===== config.mk =====
export PLATFORM = sky130hd
export DESIGN_NAME = xsel_decoder
export DESIGN_NICKNAME = d
export VERILOG_FILES = /design/src/rtl/xsel_pkg.sv /design/src/rtl/xsel_ctrl.sv /design/src/rtl/xsel_decode.sv /design/src/rtl/xsel_irq_bank.sv /design/src/rtl/xsel_decoder.sv
export SDC_FILE = /design/constraint.sdc
export NUM_CORES = 1
export LEC_CHECK = 0
export ABC_AREA = 0
export BUFFER_PORTS_ARGS = -buffer_cell sky130_fd_sc_hd__buf_4
export CORE_MARGIN = 2
export CORE_UTILIZATION = 45
export CTS_CLUSTER_SIZE = 20
export DETAILED_ROUTE_END_ITERATION = 10
export HOLD_SLACK_MARGIN = 0.03
export MAX_ROUTING_LAYER = met4
export PLACE_DENSITY = 0.7
export SETUP_SLACK_MARGIN = 0.02
export SYNTH_ARGS = -nofsm -noshare
export SYNTH_HDL_FRONTEND = slang
export SYNTH_SLANG_ARGS = --single-unit
export TNS_END_PERCENT = 50

===== constraint.sdc =====
create_clock -name clk -period 3.8 [get_ports clk]
set_clock_uncertainty 0.15 [all_clocks]
set_input_delay 1.14 -clock clk [delete_from_list [all_inputs] [get_ports clk]]
set_output_delay 1.14 -clock clk [all_outputs]
set_load 0.02 [all_outputs]

===== src/rtl/xsel_pkg.sv =====
package xsel_pkg;

    typedef enum logic [0:0] {
        ST_SELECT = 1'b0,
        ST_IRQ    = 1'b1
    } xsel_state_e;

endpackage


===== src/rtl/xsel_ctrl.sv =====
module xsel_ctrl
    import xsel_pkg::*;
#(
    parameter int DATA_W = 8,
    parameter int EXT_W  = 2
) (
    input  logic              clk,
    input  logic              rst_n,
    input  logic              wr_en,
    input  logic [DATA_W-1:0] wdata,
    output xsel_state_e       mode,
    output logic [EXT_W-1:0]  ext,
    output logic [DATA_W-1:0] rdata
);

    localparam int MODE_BIT = DATA_W - 1;

    xsel_state_e      state_q, state_d;
    logic [EXT_W-1:0] ext_q;

    // state register and extension field
    always_ff @(posedge clk) begin
        if (!rst_n) begin
            state_q <= ST_SELECT;
            ext_q   <= '0;
        end else begin
            state_q <= state_d;
            if (wr_en) begin
                ext_q <= wdata[EXT_W-1:0];
            end
        end
    end

    // next state: T_ENTER_IRQ / T_LEAVE_IRQ
    always_comb begin
        state_d = state_q;
        unique case (state_q)
            ST_SELECT: if (wr_en && wdata[MODE_BIT])  state_d = ST_IRQ;
            ST_IRQ:    if (wr_en && !wdata[MODE_BIT]) state_d = ST_SELECT;
            default:   state_d = ST_SELECT;
        endcase
    end

    // outputs
    always_comb begin
        mode  = state_q;
        ext   = ext_q;
        rdata = '0;
        unique case (state_q)
            ST_SELECT: rdata[MODE_BIT] = 1'b0;
            ST_IRQ:    rdata[MODE_BIT] = 1'b1;
            default:   rdata[MODE_BIT] = 1'b0;
        endcase
        rdata[EXT_W-1:0] = ext_q;
    end

endmodule


===== src/rtl/xsel_decode.sv =====
module xsel_decode
    import xsel_pkg::*;
#(
    parameter int                  ADDR_W   = 6,
    parameter int                  N_GROUPS = 4,
    parameter int                  EXT_W    = 2,
    parameter logic [ADDR_W-1:0]   GRP_BASE = 6'h14,
    localparam int                 LINES    = 1 << EXT_W,
    localparam int                 SEL_W    = N_GROUPS * LINES,
    localparam int                 GRP_W    = (N_GROUPS > 1) ? $clog2(N_GROUPS) : 1
) (
    input  logic [ADDR_W-1:0] io_addr,
    input  logic              io_rd,
    input  logic              io_wr,
    input  xsel_state_e       mode,
    input  logic [EXT_W-1:0]  ext,
    output logic              grp_any,
    output logic [GRP_W-1:0]  grp_idx,
    output logic [SEL_W-1:0]  sel,
    output logic              sel_rd,
    output logic              sel_wr
);

    logic [N_GROUPS-1:0] hit;
    logic                sel_mode;
    logic                strobe;

    assign sel_mode = (mode == ST_SELECT);
    assign strobe   = io_rd | io_wr;

    for (genvar g = 0; g < N_GROUPS; g++) begin : g_grp
        localparam logic [ADDR_W-1:0] ADDR_G = GRP_BASE + ADDR_W'(g);
        assign hit[g] = (io_addr == ADDR_G);
        for (genvar l = 0; l < LINES; l++) begin : g_line
            assign sel[g*LINES + l] = hit[g] & strobe & sel_mode
                                      & (ext == EXT_W'(l));
        end
    end

    always_comb begin
        grp_idx = '0;
        for (int g = 0; g < N_GROUPS; g++) begin
            if (hit[g]) grp_idx = GRP_W'(g);
        end
    end

    assign grp_any = |hit;
    assign sel_rd  = io_rd & grp_any & sel_mode;
    assign sel_wr  = io_wr & grp_any & sel_mode;

endmodule


===== src/rtl/xsel_irq_bank.sv =====
module xsel_irq_bank #(
    parameter int  DATA_W   = 8,
    parameter int  N_GROUPS = 4,
    localparam int N_REG    = N_GROUPS / 2,
    localparam int IRQ_W    = N_REG * DATA_W,
    localparam int GRP_W    = (N_GROUPS > 1) ? $clog2(N_GROUPS) : 1
) (
    input  logic              clk,
    input  logic              rst_n,
    input  logic              wr_en,
    input  logic [GRP_W-1:0]  idx,
    input  logic [DATA_W-1:0] wdata,
    input  logic [IRQ_W-1:0]  irq_src,
    output logic [DATA_W-1:0] rdata,
    output logic [IRQ_W-1:0]  mask_q,
    output logic [IRQ_W-1:0]  flag_q,
    output logic              irq_out
);

    for (genvar r = 0; r < N_REG; r++) begin : g_reg
        localparam logic [GRP_W-1:0] MASK_IDX = GRP_W'(r);
        localparam logic [GRP_W-1:0] FLAG_IDX = GRP_W'(r + N_REG);

        logic [DATA_W-1:0] clr;
        assign clr = (wr_en && idx == FLAG_IDX) ? wdata : '0;

        always_ff @(posedge clk) begin
            if (!rst_n) begin
                mask_q[r*DATA_W +: DATA_W] <= '0;
                flag_q[r*DATA_W +: DATA_W] <= '0;
            end else begin
                if (wr_en && idx == MASK_IDX) begin
                    mask_q[r*DATA_W +: DATA_W] <= wdata;
                end
                flag_q[r*DATA_W +: DATA_W] <= (flag_q[r*DATA_W +: DATA_W] & ~clr)
                                             | irq_src[r*DATA_W +: DATA_W];
            end
        end
    end

    always_comb begin
        rdata = '0;
        for (int r = 0; r < N_REG; r++) begin
            if (idx == GRP_W'(r))         rdata = mask_q[r*DATA_W +: DATA_W];
            if (idx == GRP_W'(r + N_REG)) rdata = flag_q[r*DATA_W +: DATA_W];
        end
    end

    assign irq_out = |(flag_q & mask_q);

endmodule


===== src/rtl/xsel_decoder.sv =====
module xsel_decoder
    import xsel_pkg::*;
#(
    parameter int                ADDR_W    = 6,
    parameter int                DATA_W    = 8,
    parameter int                N_GROUPS  = 4,
    parameter int                EXT_W     = 2,
    parameter logic [ADDR_W-1:0] CTRL_ADDR = 6'h13,
    parameter logic [ADDR_W-1:0] GRP_BASE  = 6'h14,
    localparam int               SEL_W     = N_GROUPS * (1 << EXT_W),
    localparam int               IRQ_W     = (N_GROUPS / 2) * DATA_W
) (
    input  logic              clk,
    input  logic              rst_n,
    input  logic [ADDR_W-1:0] io_addr,
    input  logic              io_rd,
    input  logic              io_wr,
    input  logic [DATA_W-1:0] io_wdata,
    input  logic [IRQ_W-1:0]  irq_src,
    output logic [SEL_W-1:0]  sel,
    output logic              sel_rd,
    output logic              sel_wr,
    output logic [DATA_W-1:0] io_rdata,
    output logic              irq_out
);

    localparam int GRP_W = (N_GROUPS > 1) ? $clog2(N_GROUPS) : 1;

    xsel_state_e       mode_w;
    logic [EXT_W-1:0]  ext_w;
    logic [DATA_W-1:0] ctrl_rdata;
    logic [DATA_W-1:0] bank_rdata;
    logic              grp_any;
    logic [GRP_W-1:0]  grp_idx;
    logic [IRQ_W-1:0]  mask_w;
    logic [IRQ_W-1:0]  flag_w;
    logic              ctrl_hit;
    logic              irq_mode;

    assign ctrl_hit = (io_addr == CTRL_ADDR);
    assign irq_mode = (mode_w == ST_IRQ);

    xsel_ctrl #(
        .DATA_W (DATA_W),
        .EXT_W  (EXT_W)
    ) u_ctrl (
        .clk   (clk),
        .rst_n (rst_n),
        .wr_en (io_wr & ctrl_hit),
        .wdata (io_wdata),
        .mode  (mode_w),
        .ext   (ext_w),
        .rdata (ctrl_rdata)
    );

    xsel_decode #(
        .ADDR_W   (ADDR_W),
        .N_GROUPS (N_GROUPS),
        .EXT_W    (EXT_W),
        .GRP_BASE (GRP_BASE)
    ) u_decode (
        .io_addr (io_addr),
        .io_rd   (io_rd),
        .io_wr   (io_wr),
        .mode    (mode_w),
        .ext     (ext_w),
        .grp_any (grp_any),
        .grp_idx (grp_idx),
        .sel     (sel),
        .sel_rd  (sel_rd),
        .sel_wr  (sel_wr)
    );

    xsel_irq_bank #(
        .DATA_W   (DATA_W),
        .N_GROUPS (N_GROUPS)
    ) u_bank (
        .clk     (clk),
        .rst_n   (rst_n),
        .wr_en   (io_wr & grp_any & irq_mode),
        .idx     (grp_idx),
        .wdata   (io_wdata),
        .irq_src (irq_src),
        .rdata   (bank_rdata),
        .mask_q  (mask_w),
        .flag_q  (flag_w),
        .irq_out (irq_out)
    );

    always_comb begin
        io_rdata = '0;
        if (ctrl_hit)                 io_rdata = ctrl_rdata;
        else if (grp_any && irq_mode) io_rdata = bank_rdata;
    end

endmodule


## Yosys cells after proc, flatten, opt, wreduce, memory -nomap -nowiden

Cells that the tools add are included.

- Mux-type cells: 15
- Reductions and logical operators: 12
- Equality and inequality tests: 11
- Bitwise logic cells: 39

Operators with widths:

| cell | number |
|---|---|
| $mux W8 | 8 |
| $and A1 B1 Y1 | 30 |
| $eq A6 B5 Y1 const B | 5 |
| $and A16 B16 Y16 | 1 |
| $and A8 B8 Y8 | 2 |
| $not A8 Y8 | 2 |
| $or A8 B8 Y8 | 2 |
| $reduce_or A16 Y1 | 1 |
| $eq A2 B2 Y1 const B | 4 |
| $logic_and A1 B1 Y1 | 7 |
| $eq A2 B1 Y1 const B | 2 |
| $logic_not A2 Y1 | 2 |
| $mux W2 | 2 |
| $pmux W1 S2 | 2 |
| $reduce_or A4 Y1 | 1 |
| $mux W1 | 3 |
| $logic_not A1 Y1 | 1 |
| $not A1 Y1 | 1 |
| $or A1 B1 Y1 | 1 |

- Input port bits: 34
- Logic and storage cells: 83
- Register bits after elaboration: 35

## Depth between registers and ports, before layout

- Word-level depth: 11
- Depth in mapped cells: 6
- Mapped depth without buffers: 4

## Cells and area by module

A second synthesis with hierarchy kept.

- Cells, all modules: 212
- Area total of the unflattened synthesis: 2,077.0 sq um

By module, submodules not included:

| module | sequential area each (sq um) | area each (sq um) | cells an instance | instances |
|---|---|---|---|---|
| xsel_irq_bank | 640.6 | 1,519.0 | 142 | 1 |
| xsel_decoder | 0.0 | 195.2 | 21 | 1 |
| xsel_decode | 0.0 | 190.2 | 31 | 1 |
| xsel_ctrl | 60.1 | 172.7 | 18 | 1 |

## Worst setup path before layout

OpenSTA, ideal clock, no wires.

- Path type: in2out
- Start: input port io_addr[5]
- End: output port io_rdata[0]
- Buffers on the path: 1
- Stages on the path: 5
- Arrival time: 2,451 ps
- Setup slack: 59 ps
- Cells stage by stage: and4bb_4 -> and2_0 -> buf_2 -> o221ai_1 -> o32ai_1

- Longest elaborated chain between the ends: 11
- Elaborated cells on any way between the ends: 20
- Those cells by class: eq/ne: 8; mux: 9; reduce/logical: 3

Ends and longest elaborated chain:

| element | RTL line | RTL |
|---|---|---|
| start, declared | xsel_decoder.sv:15 | `input logic [ADDR_W-1:0] io_addr,` |
| $eq A6 B5 Y1 | xsel_decode.sv:33 | `assign hit[g] = (io_addr == ADDR_G);` |
| $mux W1 | xsel_decode.sv:43 | `if (hit[g]) grp_idx = GRP_W'(g);` |
| $mux W2 (2 in a row) | xsel_decode.sv:43 |  |
| $logic_not A2 Y1 | xsel_irq_bank.sv:44 | `if (idx == GRP_W'(r)) rdata = mask_q[r*DATA_W +: DATA_W];` |
| $mux W8 | xsel_irq_bank.sv:44 |  |
| $mux W8 | xsel_irq_bank.sv:45 | `if (idx == GRP_W'(r + N_REG)) rdata = flag_q[r*DATA_W +: DATA_W];` |
| $mux W8 | xsel_irq_bank.sv:44 |  |
| $mux W8 | xsel_irq_bank.sv:45 |  |
| $mux W8 | xsel_decoder.sv:93 | `else if (grp_any && irq_mode) io_rdata = bank_rdata;` |
| $mux W8 * | xsel_decoder.sv:92 | `if (ctrl_hit) io_rdata = ctrl_rdata;` |
| end, declared | xsel_decoder.sv:23 | `output logic [DATA_W-1:0] io_rdata,` |

Mark *: on every way between the ends. The rest lies on a longest branch, timed or not.

## Worst setup path in the final report

- Start: input port io_addr[5]
- End: output port sel[12]

- Longest elaborated chain between the ends: 4

Ends and longest elaborated chain:

| element | RTL line | RTL |
|---|---|---|
| $eq A6 B5 Y1 | xsel_decode.sv:33 |  |
| $and A1 B1 Y1 (2 in a row) | xsel_decode.sv:35 | `assign sel[g*LINES + l] = hit[g] & strobe & sel_mode` |
| $and A1 B1 Y1 | xsel_decode.sv:36 | `& (ext == EXT_W'(l));` |
| end, declared | xsel_decoder.sv:20 | `output logic [SEL_W-1:0] sel,` |

Every way passes these cells.

==> summary.txt <==
Status
  • Outcome: complete, no violations

Worst setup path
  • R2R depth: 3
  • Nature of the critical path startpoint: input pin
  • Critical Path Source: io_addr[5]
  • Crit path to: sel[12]
  • Critical path fanouts, max: 5
  • Worst Path Required: 2.51 ns
  • R2R setup slack: 2.07 ns
  • RR Endpoint: u_bank.flag_q[4]
  • Setup crit end kind: primary output
  • WP data arrival: 2.43 ns
  • Critical path class: input pin to primary output

Global route
  • Initial antenna violation count: 0
  • Total track usage: 24.0%
  • Vias in the first global route: 1,649
  • Global route total overflow: 0
  • Largest net degree at the start of global routing: 44
  • First-pass GRT wire length: 7.91 mm

Yosys
  • Top post-synthesis cells by count: dfxtp_1, o21ai_0, nor2_1
  • Post-synth EDFFs: 0
  • Syn_nets: 268
  • Synth top area share: 38.8%
  • Cell taking the most area after synthesis: dfxtp_1
  • Synth Cell Area: 0.00180 sq mm
  • Most common flop cell mapped by yosys: dfxtp_1
  • Top-count cell post-synth: dfxtp_1
  • Yosys cell types: 30
  • Synth async-reset ratio: 0%
  • Area contributors post-synth: dfxtp_1, o21ai_0, nor2_1, a31oi_1, nand3_1
  • Avg Inst Size Synth: 7.71 sq um
  • Post-Syn Instances: 234
  • Synth Warn #: 0
  • Sequential cell area fraction in the yosys report: 38.8%
  • Yosys reg bits: 35

Final layout
  • P&R area growth vs syn: 34.2%
  • Diodes inserted: 0
  • Ratio of cells with drive above 1 in the final layout: 29.4%
  • Final net count: 328
  • Final Util: 61.4%
  • FILL cells: 369

Pwr
  • Pwr dens: 298 mW/mm^2
  • VDD IR-drop max: 171 uV
  • Leakage: 1.01 nW
  • Pwr Total: 721 uW

CTS
  • CTS Sinks: 35
  • Worst-Skew Late Latency: 0.28 ns
  • CTS tree: done
  • H-tree levels: 2
  • Post-cts resize count: 0
  • Clock-pin slew on the worst setup and hold paths: 0.07 ns
  • Hold-fix buffers, CTS: 0
  • Root Driver: clkbuf_8
  • Max Root-Sink Buffers: 2
  • Post-CTS setup buffers: 0
  • TritonCTS buffer count: 5

Timing
  • Period Utilization, post-route: 98.0%
  • Final setup viols: 0
  • Sum Neg Setup Slack: 0 ns
  • Slew HR: 48.1%
  • Crit path time final: 3.72 ns
  • RSZ-0062 raised after global routing: yes
  • Slew Limit Fails: 0
  • Fmax: 0.268 GHz
  • Worst-margin pin slew: 0.774 ns
  • Fin Hold WS: 0.341 ns
  • Final hold vios: 0

Floorplanning
  • Die height: 67.3 um
  • Initial Util: 45.8%
  • Std-Cell Rows: 23
  • Die area: 0.00453 sq mm
  • Core area: 0.00394 sq mm
  • Die width: 67.3 um
  • I/O pin cnt: 61

Routing
  • Vias: 1,899
  • Wirelength, routed: 4.99 mm
  • Remaining DRCs: 0
  • Violation count after the first detailed-route iteration: 148
  • Router iterations before antenna repair: 4
  • Final ANT Viol Nets: 0
  • Via density: 5.54
  • Routed length per instance: 14.6 um

Min path
  • Hold Path Class: register to register

Placed design
  • IO Port Bufs: 60
  • Final HPWL DP: 3.73 mm
  • Final GP Congestion: 0.783

Job
  • Max Cap Viol: 0
[worst min-delay path by stage]
stage                        endpoint              start  slack, ns  depth (start not counted)
floorplan            u_bank.mask_q[7]   u_bank.mask_q[7]       0.31                          2
global placement    u_bank.mask_q[10]  u_bank.mask_q[10]       0.33                          2
detailed placement  u_bank.mask_q[12]  u_bank.mask_q[12]       0.33                          2
CTS                 u_bank.mask_q[12]  u_bank.mask_q[12]       0.34                          2
global route         u_bank.mask_q[4]   u_bank.mask_q[4]       0.37                          2
finish               u_bank.mask_q[4]   u_bank.mask_q[4]       0.34                          2
[power by group]
part	leakage, nW	internal, mW	total (mW)	switching [mW]
Sequential	0.287	0.379	0.391	0.0114
Clock	0.0361	0.122	0.251	0.129
Combinational	0.688	0.0396	0.0795	0.0399
Total	1.01	0.540	0.721	0.180
[critical path, cell delays in order]
cell,delay [ns]
buf_4,0.12
and4bb_4,0.32
buf_4,0.14
nand3_4,0.09
or3_4,0.36
nor3_2,0.11
buf_4,0.16
[per-stage QoR]
| step | std cells | setup slack (ns) | cell area [sq um] |
|---|---|---|---|
| 2_1_floorplan | 234 | 0.0594 | 1800 |
| 3_5_place_dp | 337 | 0.0296 | 2310 |
| 3_3_place_gp | 337 | 0.0448 | 2310 |
| 4_1_cts | 343 | 0.0288 | 2390 |
| 5_1_grt | 343 | 0.0130 | 2420 |
| 6_report | 343 | 0.0751 | 2420 |
[state kept, by name (all words and copies together) (netlist names), named ones only]
register / cells
u_ctrl.ext: 2
u_bank.flag_q: 16
u_bank.mask_q: 16
[routing by layer]
| layer | share of wire, % | vias to the layer above | track usage, % |
|---|---|---|---|
| met5 | 0 | - | - |
| met4 | 1.5 | 0 | 7.14 |
| met3 | 6.2 | 9 | 5.33 |
| met2 | 48 | 56 | 36.4 |
| met1 | 45 | 872 | 32.2 |
| li1 | - | 962 | - |
[kinds of logic (layout without fill, tap and decap cells)]
kind of cell	Yosys count	count (layout)	share of synthesized area [%]
AND/OR/NAND/NOR	94	94	27.8
buffers and inverters	33	92	7.21
flip-flops	35	35	38.8
multiplexers	4	4	2.22
AO/OA/AOI/OAI	68	68	23.9
[layout by cell type (no fill, tap or decap), types with 4 or more instances in the layout]
cell type	netlist	final
clkbuf_8	0	5
a31oi_1	16	16
dfxtp_1	35	35
nor2b_1	4	4
o21ai_0	32	32
nand4_1	4	4
o221ai_1	7	7
buf_4	0	68
nor2_1	30	29
nor3_2	3	6
a22o_1	4	4
mux2i_1	4	4
nand2_1	16	16
nor3_1	9	6
a221oi_1	4	4
nand3_1	17	17
inv_1	18	18
[layout make-up]
cell class              count  area, sq um  area share, %
clock buffers               5         68.8           2.84
clock inverters             1         7.51          0.310
inverters                  18         67.6           2.79
multi-input cells         166         1000           41.4
flip-flops and latches     35          701           28.9
well taps                  50         62.6           2.58
repair buffers             68          510           21.1
No activity file was read; power rests on OpenSTA's default activity.
